**config.mk**
```make
export PLATFORM = sky130hd
export DESIGN_NAME = cfgbus_i2c_target
export DESIGN_NICKNAME = d
export VERILOG_FILES = /design/src/rtl/cfgbus_pkg.sv /design/src/rtl/i2c_line_sync.sv /design/src/rtl/cfg_regbank.sv /design/src/rtl/i2c_block_fsm.sv /design/src/rtl/cfgbus_i2c_target.sv
export SDC_FILE = /design/constraint.sdc
export NUM_CORES = 1
export LEC_CHECK = 0
export BUFFER_PORTS_ARGS = -buffer_cell sky130_fd_sc_hd__buf_4
export CAP_MARGIN = 20
export CORE_AREA = 2 2 92 94
export DETAILED_ROUTE_END_ITERATION = 7
export DIE_AREA = 0 0 94 96
export PLACE_DENSITY = 0.76
export SLEW_MARGIN = 20
export SYNTH_ARGS = -nofsm -noshare
export SYNTH_HDL_FRONTEND = slang
export SYNTH_SLANG_ARGS = --single-unit
```
**constraint.sdc**
```tcl
create_clock -name clk -period 2.87 [get_ports clk]
set_input_delay 0.287 -clock clk [delete_from_list [all_inputs] [get_ports clk]]
set_output_delay 0.287 -clock clk [all_outputs]
set_load 0.01 [all_outputs]
```
**src/rtl/cfgbus_pkg.sv**
```systemverilog
package cfgbus_pkg;
  typedef enum logic [2:0] {
    ST_IDLE,
    ST_ADDR,
    ST_ADDR_ACK,
    ST_WR_BYTE,
    ST_WR_ACK,
    ST_RD_BYTE,
    ST_RD_ACK
  } tgt_state_e;

  typedef enum logic [1:0] {
    PH_CMD,
    PH_CNT,
    PH_DATA
  } wr_phase_e;
endpackage

```
**src/rtl/i2c_line_sync.sv**
```systemverilog
module i2c_line_sync #(
  parameter int SYNC_STAGES = 2
) (
  input  logic clk,
  input  logic rst_n,
  input  logic scl_i,
  input  logic sda_i,
  output logic scl_s,
  output logic sda_s,
  output logic scl_rise,
  output logic scl_fall,
  output logic start_evt,
  output logic stop_evt
);
  localparam int MSB = SYNC_STAGES - 1;

  logic [MSB:0] scl_pipe;
  logic [MSB:0] sda_pipe;
  logic         scl_q;
  logic         sda_q;

  always_ff @(posedge clk or negedge rst_n) begin
    if (!rst_n) begin
      scl_pipe <= '1;
      sda_pipe <= '1;
      scl_q    <= 1'b1;
      sda_q    <= 1'b1;
    end else begin
      scl_pipe <= {scl_pipe[MSB-1:0], scl_i};
      sda_pipe <= {sda_pipe[MSB-1:0], sda_i};
      scl_q    <= scl_pipe[MSB];
      sda_q    <= sda_pipe[MSB];
    end
  end

  assign scl_s     = scl_pipe[MSB];
  assign sda_s     = sda_pipe[MSB];
  assign scl_rise  = scl_s & ~scl_q;
  assign scl_fall  = ~scl_s & scl_q;
  assign start_evt = scl_s & scl_q & sda_q & ~sda_s;
  assign stop_evt  = scl_s & scl_q & ~sda_q & sda_s;

  AST_EVT_EXCLUSIVE: assert property (@(posedge clk) disable iff (!rst_n)
    $onehot0({start_evt, stop_evt, scl_rise, scl_fall}));
endmodule

```
**src/rtl/cfg_regbank.sv**
```systemverilog
module cfg_regbank #(
  parameter int NUM_CFG = 6,
  parameter int IDXW    = 4
) (
  input  logic                 clk,
  input  logic                 rst_n,
  input  logic                 wr_en,
  input  logic [IDXW-1:0]      wr_idx,
  input  logic [7:0]           wr_data,
  input  logic [IDXW-1:0]      rd_idx,
  input  logic [7:0]           status_i,
  output logic [7:0]           rd_data,
  output logic [NUM_CFG*8-1:0] cfg_o
);
  localparam int READ_LEN = NUM_CFG + 1;

  logic [7:0] cfg_q [NUM_CFG];

  for (genvar i = 0; i < NUM_CFG; i++) begin : g_byte
    localparam logic [7:0] DEFAULT = (i == 0) ? 8'h00 : 8'hFF;
    logic load;
    assign load = wr_en && (wr_idx == IDXW'(i));

    always_ff @(posedge clk or negedge rst_n) begin
      if (!rst_n) begin
        cfg_q[i] <= DEFAULT;
      end else if (load) begin
        cfg_q[i] <= wr_data;
      end
    end

    assign cfg_o[i*8 +: 8] = cfg_q[i];
  end

  always_comb begin
    rd_data = 8'hFF;
    if (rd_idx == '0) begin
      rd_data = 8'(READ_LEN);
    end else if (rd_idx == IDXW'(NUM_CFG + 1)) begin
      rd_data = status_i;
    end else begin
      for (int i = 0; i < NUM_CFG; i++) begin
        if (rd_idx == IDXW'(i + 1)) rd_data = cfg_q[i];
      end
    end
  end

  AST_WR_IN_RANGE: assert property (@(posedge clk) disable iff (!rst_n)
    wr_en |-> (wr_idx < IDXW'(NUM_CFG)));
endmodule

```
**src/rtl/i2c_block_fsm.sv**
```systemverilog
module i2c_block_fsm
  import cfgbus_pkg::*;
#(
  parameter int         NUM_CFG = 6,
  parameter int         IDXW    = 4,
  parameter logic [7:0] ADDR_WR = 8'hD2
) (
  input  logic            clk,
  input  logic            rst_n,
  input  logic            scl_s,
  input  logic            sda_s,
  input  logic            scl_rise,
  input  logic            scl_fall,
  input  logic            start_evt,
  input  logic            stop_evt,
  input  logic [7:0]      rd_data,
  output logic            wr_en,
  output logic [IDXW-1:0] wr_idx,
  output logic [7:0]      wr_data,
  output logic [IDXW-1:0] rd_idx,
  output logic            sda_oe
);
  localparam logic [IDXW-1:0] WIDX_MAX = IDXW'(NUM_CFG);
  localparam logic [IDXW-1:0] RIDX_MAX = IDXW'(NUM_CFG + 2);

  tgt_state_e      state_q, state_d;
  wr_phase_e       phase_q, phase_d;
  logic [3:0]      cnt_q, cnt_d;
  logic [7:0]      sh_q, sh_d;
  logic [IDXW-1:0] widx_q, widx_d;
  logic [IDXW-1:0] ridx_q, ridx_d;
  logic            hack_q, hack_d;
  logic            oe_q, oe_d;
  logic            addr_hit;

  assign addr_hit = (sh_q[7:1] == ADDR_WR[7:1]);

  always_comb begin
    state_d = state_q;
    phase_d = phase_q;
    cnt_d   = cnt_q;
    sh_d    = sh_q;
    widx_d  = widx_q;
    ridx_d  = ridx_q;
    hack_d  = hack_q;
    oe_d    = oe_q;
    wr_en   = 1'b0;
    if (stop_evt) begin
      state_d = ST_IDLE;
      oe_d    = 1'b0;
    end else if (start_evt) begin
      state_d = ST_ADDR;
      cnt_d   = '0;
      ridx_d  = '0;
      oe_d    = 1'b0;
    end else begin
      unique case (state_q)
        ST_ADDR: begin
          if (scl_rise && cnt_q < 4'd8) begin
            sh_d  = {sh_q[6:0], sda_s};
            cnt_d = cnt_q + 4'd1;
          end else if (scl_fall && cnt_q == 4'd8) begin
            if (addr_hit) begin
              oe_d    = 1'b1;
              state_d = ST_ADDR_ACK;
            end else begin
              state_d = ST_IDLE;
            end
          end
        end
        ST_ADDR_ACK: begin
          if (scl_fall) begin
            cnt_d   = '0;
            phase_d = PH_CMD;
            widx_d  = '0;
            if (sh_q[0]) begin
              sh_d    = rd_data;
              oe_d    = ~rd_data[7];
              ridx_d  = ridx_q + 1'b1;
              state_d = ST_RD_BYTE;
            end else begin
              oe_d    = 1'b0;
              state_d = ST_WR_BYTE;
            end
          end
        end
        ST_WR_BYTE: begin
          if (scl_rise && cnt_q < 4'd8) begin
            sh_d  = {sh_q[6:0], sda_s};
            cnt_d = cnt_q + 4'd1;
          end else if (scl_fall && cnt_q == 4'd8) begin
            oe_d    = 1'b1;
            state_d = ST_WR_ACK;
            unique case (phase_q)
              PH_CMD:  phase_d = PH_CNT;
              PH_CNT:  phase_d = PH_DATA;
              default: begin
                wr_en = (widx_q < WIDX_MAX);
                if (widx_q != WIDX_MAX) widx_d = widx_q + 1'b1;
              end
            endcase
          end
        end
        ST_WR_ACK: begin
          if (scl_fall) begin
            oe_d    = 1'b0;
            cnt_d   = '0;
            state_d = ST_WR_BYTE;
          end
        end
        ST_RD_BYTE: begin
          if (scl_rise && cnt_q < 4'd8) begin
            cnt_d = cnt_q + 4'd1;
          end else if (scl_fall) begin
            if (cnt_q == 4'd8) begin
              oe_d    = 1'b0;
              state_d = ST_RD_ACK;
            end else if (cnt_q != 4'd0) begin
              sh_d = {sh_q[6:0], 1'b1};
              oe_d = ~sh_q[6];
            end
          end
        end
        ST_RD_ACK: begin
          if (scl_rise) begin
            hack_d = ~sda_s;
          end else if (scl_fall) begin
            if (hack_q) begin
              sh_d    = rd_data;
              oe_d    = ~rd_data[7];
              cnt_d   = '0;
              state_d = ST_RD_BYTE;
              if (ridx_q != RIDX_MAX) ridx_d = ridx_q + 1'b1;
            end else begin
              oe_d    = 1'b0;
              state_d = ST_IDLE;
            end
          end
        end
        default: ;
      endcase
    end
  end

  always_ff @(posedge clk or negedge rst_n) begin
    if (!rst_n) begin
      state_q <= ST_IDLE;
      phase_q <= PH_CMD;
      cnt_q   <= '0;
      sh_q    <= '0;
      widx_q  <= '0;
      ridx_q  <= '0;
      hack_q  <= 1'b0;
      oe_q    <= 1'b0;
    end else begin
      state_q <= state_d;
      phase_q <= phase_d;
      cnt_q   <= cnt_d;
      sh_q    <= sh_d;
      widx_q  <= widx_d;
      ridx_q  <= ridx_d;
      hack_q  <= hack_d;
      oe_q    <= oe_d;
    end
  end

  assign wr_idx  = widx_q;
  assign wr_data = sh_q;
  assign rd_idx  = ridx_q;
  assign sda_oe  = oe_q;

  AST_OE_RISE_SCL_LOW: assert property (@(posedge clk) disable iff (!rst_n)
    $rose(oe_q) |-> !scl_s);
  AST_IDLE_RELEASED: assert property (@(posedge clk) disable iff (!rst_n)
    (state_q == ST_IDLE) |-> !oe_q);
  AST_NACK_ENDS: assert property (@(posedge clk) disable iff (!rst_n)
    (state_q == ST_RD_ACK && scl_fall && !hack_q && !start_evt && !stop_evt) |=> (state_q == ST_IDLE));
  AST_START_TO_ADDR: assert property (@(posedge clk) disable iff (!rst_n)
    start_evt |=> (state_q == ST_ADDR && !oe_q && cnt_q == 4'd0));
  AST_ACK_OWN_ADDR: assert property (@(posedge clk) disable iff (!rst_n)
    (state_q == ST_ADDR_ACK) |-> (sh_q[7:1] == ADDR_WR[7:1]));
  AST_BITCNT_MAX: assert property (@(posedge clk) disable iff (!rst_n)
    cnt_q <= 4'd8);
endmodule

```
**src/rtl/cfgbus_i2c_target.sv**
```systemverilog
module cfgbus_i2c_target #(
  parameter int         NUM_CFG     = 6,
  parameter int         SYNC_STAGES = 2,
  parameter logic [7:0] ADDR_WR     = 8'hD2
) (
  input  logic                 clk,
  input  logic                 rst_n,
  input  logic                 scl_i,
  input  logic                 sda_i,
  output logic                 sda_oe,
  input  logic [7:0]           status_i,
  output logic [NUM_CFG*8-1:0] cfg_o
);
  localparam int IDXW = $clog2(NUM_CFG + 3);

  logic [1:0]      rst_pipe;
  logic            rst_sync_n;
  logic            scl_s, sda_s, scl_rise, scl_fall, start_evt, stop_evt;
  logic            wr_en;
  logic [IDXW-1:0] wr_idx, rd_idx;
  logic [7:0]      wr_data, rd_data;

  always_ff @(posedge clk or negedge rst_n) begin
    if (!rst_n) rst_pipe <= 2'b00;
    else        rst_pipe <= {rst_pipe[0], 1'b1};
  end
  assign rst_sync_n = rst_pipe[1];

  i2c_line_sync #(.SYNC_STAGES(SYNC_STAGES)) u_sync (
    .clk(clk), .rst_n(rst_sync_n), .scl_i(scl_i), .sda_i(sda_i),
    .scl_s(scl_s), .sda_s(sda_s), .scl_rise(scl_rise), .scl_fall(scl_fall),
    .start_evt(start_evt), .stop_evt(stop_evt)
  );

  i2c_block_fsm #(.NUM_CFG(NUM_CFG), .IDXW(IDXW), .ADDR_WR(ADDR_WR)) u_fsm (
    .clk(clk), .rst_n(rst_sync_n), .scl_s(scl_s), .sda_s(sda_s),
    .scl_rise(scl_rise), .scl_fall(scl_fall), .start_evt(start_evt),
    .stop_evt(stop_evt), .rd_data(rd_data), .wr_en(wr_en), .wr_idx(wr_idx),
    .wr_data(wr_data), .rd_idx(rd_idx), .sda_oe(sda_oe)
  );

  cfg_regbank #(.NUM_CFG(NUM_CFG), .IDXW(IDXW)) u_bank (
    .clk(clk), .rst_n(rst_sync_n), .wr_en(wr_en), .wr_idx(wr_idx),
    .wr_data(wr_data), .rd_idx(rd_idx), .status_i(status_i),
    .rd_data(rd_data), .cfg_o(cfg_o)
  );
endmodule

```
==> impl_metrics.py, run 1 <==
metrics = {
    "sta": {
        "tns_ps": 0,
        "period_minus_slack_ps": 2420,
        "clock.fmax_mhz": 413,
        "setup_viol": 0,
        "worst_pin_slew_ps": 852,
        "hold_violations": 0,
        "slew_headroom_pct": 43.2,
        "slew_violations": 0,
        "finalCritPeriodShare_pct": 84.4,
        "finClkSkew_ps": 12.1,
        "grt_setup_unrepaired": "no",
    },
    "drt": {
        "route.detailed.drc": 0,
        "wl_per_cell_um": 18.6,
        "firstDrtPassIters": 5,
        "vias_per_cell": 6.15,
        "ant_nets": 0,
        "drt_iter0_drc": 375,
        "drt-total-wl_um": 10800,
        "vias": 3569,
    },
    "worst_setup_path": {
        "crit_arrival_ps": 2700,
        "crit_end": "u_fsm.wr_data[6]",
        "r2r_end": "u_fsm.wr_data[6]",
        "crit_chain": "inv_1, ha_1, nand2b_1, o22ai_1, a221oi_1, o2111ai_1, a31oi_1",
        "crit_family": "compound AO/OA/AOI/OAI gates",
        "start_kind": "flip-flop",
        "cp_max_fo": 11,
        "cp.depth": 7,
        "crit_path_top_delay_cell": "ha_1",
        "worstReg2RegStart": "u_fsm.rd_idx[0]",
        "path_class": "flip-flop to flip-flop",
        "timing.critical_path.from": "u_fsm.rd_idx[0]",
        "endpoint_kind": "flip-flop",
        "path_buf_inv": 1,
        "worstPathRequired_ps": 3150,
        "reg2reg_slack_ps": 450,
        "ff2ff_path_depth": 7,
        "cpPeakStageDelay_ps": 460,
    },
    "clock_tree": {
        "cts_made_buffers": 9,
        "cts_resized": 0,
        "cts_tree": "done",
        "clk_pin_slew_ps": 90,
        "clockBufferDepth": 2,
        "clockRootBuffer": "clkbuf_8",
        "cts.htree.levels": 3,
        "clock-sinks": 83,
        "cts_setup_buffers": 0,
        "insertion_delay_ps": 360,
    },
    "layout": {
        "antenna_cells": 0,
        "final_nets": 492,
        "multi_input_area_mm2": 0.00220,
        "area_growth_pct": 16.3,
        "fillCellCount": 645,
        "post-route-cell-area_mm2": 0.00526,
        "fin_util_pct": 65.3,
        "seq_area_mm2": 0.00214,
        "drive_gt1_share_pct": 37.5,
    },
    "grt": {
        "grt_max_degree": 82,
        "grt_overflow": 0,
        "grt_pass1_vias": 3434,
        "antenna_found_initial": 0,
        "track_usage_pct": 25.5,
        "grt_pass1_wl_um": 17800,
    },
    "synth": {
        "ys_ff_latch": 83,
        "syn_inst": 418,
        "synth_area_mm2": 0.00452,
        "netlist-cell-type-count": 69,
        "async_reset_ff_share_pct": 100,
        "synth_ff_type": "dfstp_2",
        "syn_avg_cell_area_um2": 10.8,
        "yosys_warnings": 0,
        "synth_edf_count": 0,
        "synth.net_count": 440,
        "seq_area_frac_synth_pct": 47.2,
    },
    "placement": {
        "portBuffers": 60,
        "dp_hpwl_um": 7510,
        "gp_congestion": 0.859,
        "dpl_cell_area_mm2": 0.00503,
    },
    "power_and_ir_drop": {
        "total_power_mw": 3.69,
        "p_int_mw": 2.25,
        "p_comb_share_pct": 32.5,
        "switchingPower_mw": 1.44,
        "power_frac_seq_pct": 44.0,
        "irDropWorstVdd_v": 0.000334,
        "powerDensity_mw_per_mm2": 702,
        "switching_share_pct": 39.1,
        "power.share.clock_pct": 23.6,
        "p_leak_nw": 2.16,
    },
    "die": {
        "start_util_pct": 56.2,
        "die_area_mm2": 0.00902,
        "core_mm2": 0.00805,
        "die_h_um": 96,
        "die_w_um": 94,
        "num_rows": 33,
        "io-pin-count": 61,
    },
    "status": {
        "status": "finished, final reports clean",
    },
    "flow_run": {
        "cap_violations": 0,
    },
    "hold_path": {
        "min_path_type": "input pin to flip-flop",
    },
}
-- routing by layer --
metal / global-route usage [%] / wire length, um
met4: 9.30 / 180
met2: 38.0 / 4880
met3: 3.52 / 538
met1: 38.0 / 5180
met5: 0 / 0
-- power by group through the flow --
| stage | Clock [mW] | Combinational, mW | Sequential, mW |
|---|---|---|---|
| detailed placement | 0 | 1.16 | 1.65 |
| finish | 0.869 | 1.20 | 1.62 |
| global route | 0.929 | 1.33 | 1.67 |
| CTS | 0.878 | 1.17 | 1.63 |
| global placement | 0 | 1.14 | 1.64 |
| floorplan | 0 | 1.09 | 1.43 |
-- kinds of logic after synthesis --
family                     count (synthesis)  share of synthesized area, %
DFF                                       83                          47.2
buffers and inverters                     42                          4.04
muxes                                     57                          14.2
adders and majority gates                 10                          2.77
xor gates and xnor gates                   2                         0.387
and+or+nand+nor                          111                          14.0
other                                      1                        0.0829
AOI/OAI and AO/OA                        112                          17.3
-- cells in the mapped netlist, drive strengths merged, types with 10 or more instances --
library cell   n  area, um2
nand2b        13       81.3
dfstp         46       1210
nor2          16       62.6
ha            10        125
a31oi         12       75.1
nand2         30        128
dfrtp         37        926
buf           10       62.6
clkbuf        17       63.8
mux2          51        582
o21ai         16       80.1
a21oi         24        120
inv           14       52.6
-- cell type report --
type                    instances  area share, %
well taps                     105           2.50
clock inverters                 6           1.40
clock buffers                  10           2.43
repair buffers                 68           10.0
flip-flops and latches         83           40.7
multi-input cells             293           41.9
inverters                      15           1.07
-- worst min path at each step --
| stage | from | end | slack (ps) | cells after the start |
|---|---|---|---|---|
| 2_1_floorplan | rst_n | rst_pipe[0] | -9 | 0 |
| 3_3_place_gp | rst_n | rst_pipe[0] | 70 | 1 |
| 3_5_place_dp | rst_n | rst_pipe[0] | 70 | 1 |
| 4_1_cts | sda_i | u_sync.sda_pipe[0] | 20 | 1 |
| 5_1_grt | sda_i | u_sync.sda_pipe[0] | 20 | 1 |
| 6_report | sda_i | u_sync.sda_pipe[0] | 30 | 1 |
-- cell usage in the layout (no fill, tap or decap), types with 12 or more instances in the layout --
cell       n
nand2b_1  13
inv_1     14
dfrtp_1   36
o21ai_0   15
nor2_1    15
a21oi_1   24
a31oi_1   12
dfstp_2   46
mux2_1    16
nand2_1   24
mux2_2    33
buf_4     66
-- per-stage QoR --
stage | hold WS, ps | instances | worst slack, ps
floorplan | -8.59 | 418 | 468
global placement | 69.4 | 562 | 531
detailed placement | 70.1 | 562 | 566
CTS | 20.5 | 579 | 481
global route | 19.5 | 580 | 211
finish | 27.5 | 580 | 449
-- what timing repair did --
action	4_1_cts	5_1_grt
hold buffers	1	0
setup endpoints to repair	0	0
hold endpoints to repair	2	0
-- sequential cells by signal, indices dropped and copies added, names as in the netlist --
register and flops:
u_sync.sda_pipe 2, u_fsm.state_q 3, u_fsm.cnt_q 4, u_fsm.wr_data 8
u_fsm.hack_q 1, rst_pipe 2, u_fsm.sda_oe 1, u_bank.cfg_o 48
u_sync.scl_q 1, u_sync.scl_pipe 2, u_sync.sda_q 1, u_fsm.wr_idx 4
u_fsm.rd_idx 4, u_fsm.phase_q 2
-- worst register-to-register path: cells and delay by family, from the launching register on --
kind,cells,cell delay (ps)
AO/OA/AOI/OAI,4,850
AND/OR/NAND/NOR,1,470
adder cells (fa/ha/maj),1,460
flip-flops,1,440
buffers and inverters,1,120
Power figures use the tool's default switching activity.
==> run 2, diff against run 1 <==
--- a/config.mk
+++ b/config.mk
@@ -5,12 +5,13 @@
 export SDC_FILE = /design/constraint.sdc
 export NUM_CORES = 1
 export LEC_CHECK = 0
+export ABC_AREA = 1
 export BUFFER_PORTS_ARGS = -buffer_cell sky130_fd_sc_hd__buf_4
 export CAP_MARGIN = 20
-export CORE_AREA = 2 2 92 94
+export CORE_AREA = 2 2 98 100
 export DETAILED_ROUTE_END_ITERATION = 7
-export DIE_AREA = 0 0 94 96
-export PLACE_DENSITY = 0.76
+export DIE_AREA = 0 0 100 102
+export PLACE_DENSITY = 0.72
 export SLEW_MARGIN = 20
 export SYNTH_ARGS = -nofsm -noshare
 export SYNTH_HDL_FRONTEND = slang
==> constraint.sdc (replaced) <==
create_clock -name clk -period 2.22 [get_ports clk]
set_input_delay 0.222 -clock clk [delete_from_list [all_inputs] [get_ports clk]]
set_output_delay 0.222 -clock clk [all_outputs]
set_load 0.01 [all_outputs]
==> run 2 against run 1 <==
Net effect:
- sequential share of layout area decreased by 1.4 points
- critical path depth rose by 6
- register-to-register slack worse by 180 ps
- critical path type unchanged
- largest power group is now combinational cells
- highest routed layer unchanged
==> impl_metrics.py, run 2 <==
metrics = {
    "worst_setup_path": {
        "endpoint_kind": "flip-flop",
        "crit_arrival_ps": 2200,
        "worstPathRequired_ps": 2460,
        "start_kind": "flip-flop",
        "path_class": "flip-flop to flip-flop",
        "cp_max_fo": 7,
    },
    "grt": {
        "grt_pass1_vias": 4067,
        "grt_max_degree": 55,
        "met2_usage_pct": 43.7,
        "grt_pass1_wl_um": 19400,
        "antenna_found_initial": 0,
        "grt_overflow": 0,
        "gr-max-usage-layer": "met2",
        "met1_usage_pct": 29.2,
        "track_usage_pct": 24.6,
        "use_met3_pct": 4.45,
    },
    "sta": {
        "finClkSkew_ps": 10.4,
        "finalCritPeriodShare_pct": 88.1,
        "holdWs_ps": 196,
        "grt_setup_unrepaired": "no",
        "tns_ps": 0,
        "period_minus_slack_ps": 1960,
        "hold_violations": 0,
        "clock.fmax_mhz": 511,
        "setup_viol": 0,
        "slew_violations": 0,
    },
    "hold_path": {
        "min_path_type": "input pin to async pin",
    },
    "synth": {
        "synth_common_cells": "170 x nand2_1, 83 x nor2_1, 69 x inv_1",
        "ys_ff_latch": 83,
        "syn_avg_cell_area_um2": 7.57,
        "seq_area_frac_synth_pct": 46.1,
        "synth_top_area_cell": "dfstp_2",
        "yosysMostFrequentCell": "nand2_1",
        "synth_area_mm2": 0.00463,
        "synthAdderAreaFrac_pct": 2.70,
        "netlist-cell-type-count": 39,
        "synth.net_count": 634,
        "yosys-top-cells-area": "dfstp_2 26%, dfrtp_1 20%, nand2_1 14%, nor2_1 6.7%, o21ai_0 6.7%",
        "synth_ff_type": "dfstp_2",
        "syn_inst": 612,
        "synth_edf_count": 0,
        "synth_top_family_by_area": "simple AND/OR/NAND/NOR gates",
        "async_reset_ff_share_pct": 100,
        "yosys_warnings": 0,
        "synth_compound_area_share_pct": 11.9,
        "synth_top_area_share_pct": 26.1,
        "synth_xor_xnor_area_share_pct": 0.756,
        "synth.area.mux_share_pct": 0.972,
        "yosys.area_share.simple_pct": 29.5,
    },
    "drt": {
        "vias": 4174,
        "wl_per_cell_um": 15.0,
        "vias_per_cell": 5.23,
        "drt-total-wl_um": 12000,
        "drt_iter0_drc": 164,
        "route.detailed.drc": 0,
        "ant_nets": 0,
        "firstDrtPassIters": 5,
    },
    "clock_tree": {
        "clockRootBuffer": "clkbuf_8",
        "cts_made_buffers": 9,
        "clk_pin_slew_ps": 80,
        "clock-sinks": 83,
        "cts_setup_buffers": 0,
        "cts.htree.levels": 3,
        "clockBufferDepth": 2,
        "cts_tree": "done",
        "insertion_delay_ps": 360,
    },
    "die": {
        "die_area_mm2": 0.0102,
        "io-pin-count": 61,
        "die_h_um": 102,
        "num_rows": 35,
        "die_w_um": 100,
        "core_mm2": 0.00911,
        "start_util_pct": 50.9,
    },
    "placement": {
        "portBuffers": 60,
        "gp_congestion": 0.902,
        "dp_hpwl_um": 9170,
    },
    "power_and_ir_drop": {
        "p_leak_nw": 2.80,
        "powerDensity_mw_per_mm2": 1050,
        "total_power_mw": 5.71,
        "irDropWorstVdd_v": 0.000648,
    },
    "status": {
        "status": "finished, final reports clean",
    },
    "layout": {
        "drive_gt1_share_pct": 24.5,
        "layout_common_cells": "170 x nand2_1, 82 x nor2_1, 69 x inv_1",
        "mostFrequentLayoutCell": "nand2_1",
        "area_growth_pct": 17.4,
        "fin_util_pct": 59.7,
        "antenna_cells": 0,
        "final_nets": 704,
        "largest_reg_flops": 48,
    },
    "flow_run": {
        "cap_violations": 0,
    },
}
run 2: changes by cell type in the layout (fill, tap and decap cells not counted), moves of 13 or more:
cell / before / now
nand2_1: 24 / 170
nor2_1: 15 / 82
inv_1: 14 / 69
o21ai_0: 15 / 62
mux2_2: 33 / 2
nand3_1: 9 / 25
mux2_1: 16 / 2
nand2b_1: 13 / 0
run 2: area by class of cell:
type | instances | area (um2)
fill | 872 | 3670
tap | 111 | 139
sequential | 83 | 2140
clock inverter | 4 | 51.3
clock buffer | 12 | 135
timing repair buffer | 69 | 538
inverter | 81 | 312
multi-input combinational | 438 | 2130
run 2: timing repair:
item | 4_1_cts | 5_1_grt
setup endpoints to repair | 0 | 1
hold buffers | 3 | 0
gates resized for setup | 0 | 1
hold endpoints to repair | 4 | 0
run 2: metal layers:
| layer | part of all wire [%] | wire (um) | up-vias |
|---|---|---|---|
| met2 | 50 | 6010 | 131 |
| met5 | 0 | 0 | - |
| met3 | 4.6 | 547 | 31 |
| met1 | 42 | 4980 | 1940 |
| li1 | - | - | 2072 |
| met4 | 3.6 | 435 | 0 |
run 2: per-stage QoR:
step                area, um2  worst slack (ps)  std cells
finish                   5440               265        798
global placement         5220               230        779
floorplan                4640               459        612
CTS                      5440               147        798
detailed placement       5220               172        779
global route             5440              10.7        798
run 2: where the power goes:
group / internal (mW) / switching (mW) / leakage (nW)
combinational: 0.835 / 1.73 / 1.81
clock: 0.523 / 0.556 / 0.0871
sequential: 1.78 / 0.287 / 0.907
total: 3.13 / 2.58 / 2.80
run 2: kinds of logic after synthesis:
| kind of cell | after synthesis |
|---|---|
| simple gates | 315 |
| flops | 83 |
| other cells | 1 |
| mux | 4 |
| compound gates | 104 |
| fa+ha+maj | 10 |
| xor+xnor | 4 |
| buf+inv | 91 |
run 2: critical path, stage by stage, from the launching register on:
cell	delay, ps
dfrtp_1	400
inv_1	100
ha_1	200
nand3_1	130
nor2_2	210
nor2_1	70
nor2_1	120
nand3_1	140
inv_2	100
nand2_1	80
inv_2	110
nand3_1	70
nand2_1	70
nor2_1	40
run 2: worst paths after layout:
kind,startpoint,to,slack [ps],cells after the start
hold reg to reg,rst_pipe[1],u_bank.cfg_o[6],250,0
setup reg to reg,u_fsm.cnt_q[0],u_fsm.wr_idx[2],260,13
min in group clk,status_i[0],u_fsm.wr_data[0],320,7
max in group asynchronous,rst_pipe[1],u_sync.scl_pipe[0],1300,1
hold / removal,rst_n,rst_pipe[1],200,2
setup / recovery,u_fsm.cnt_q[0],u_fsm.wr_idx[2],260,13
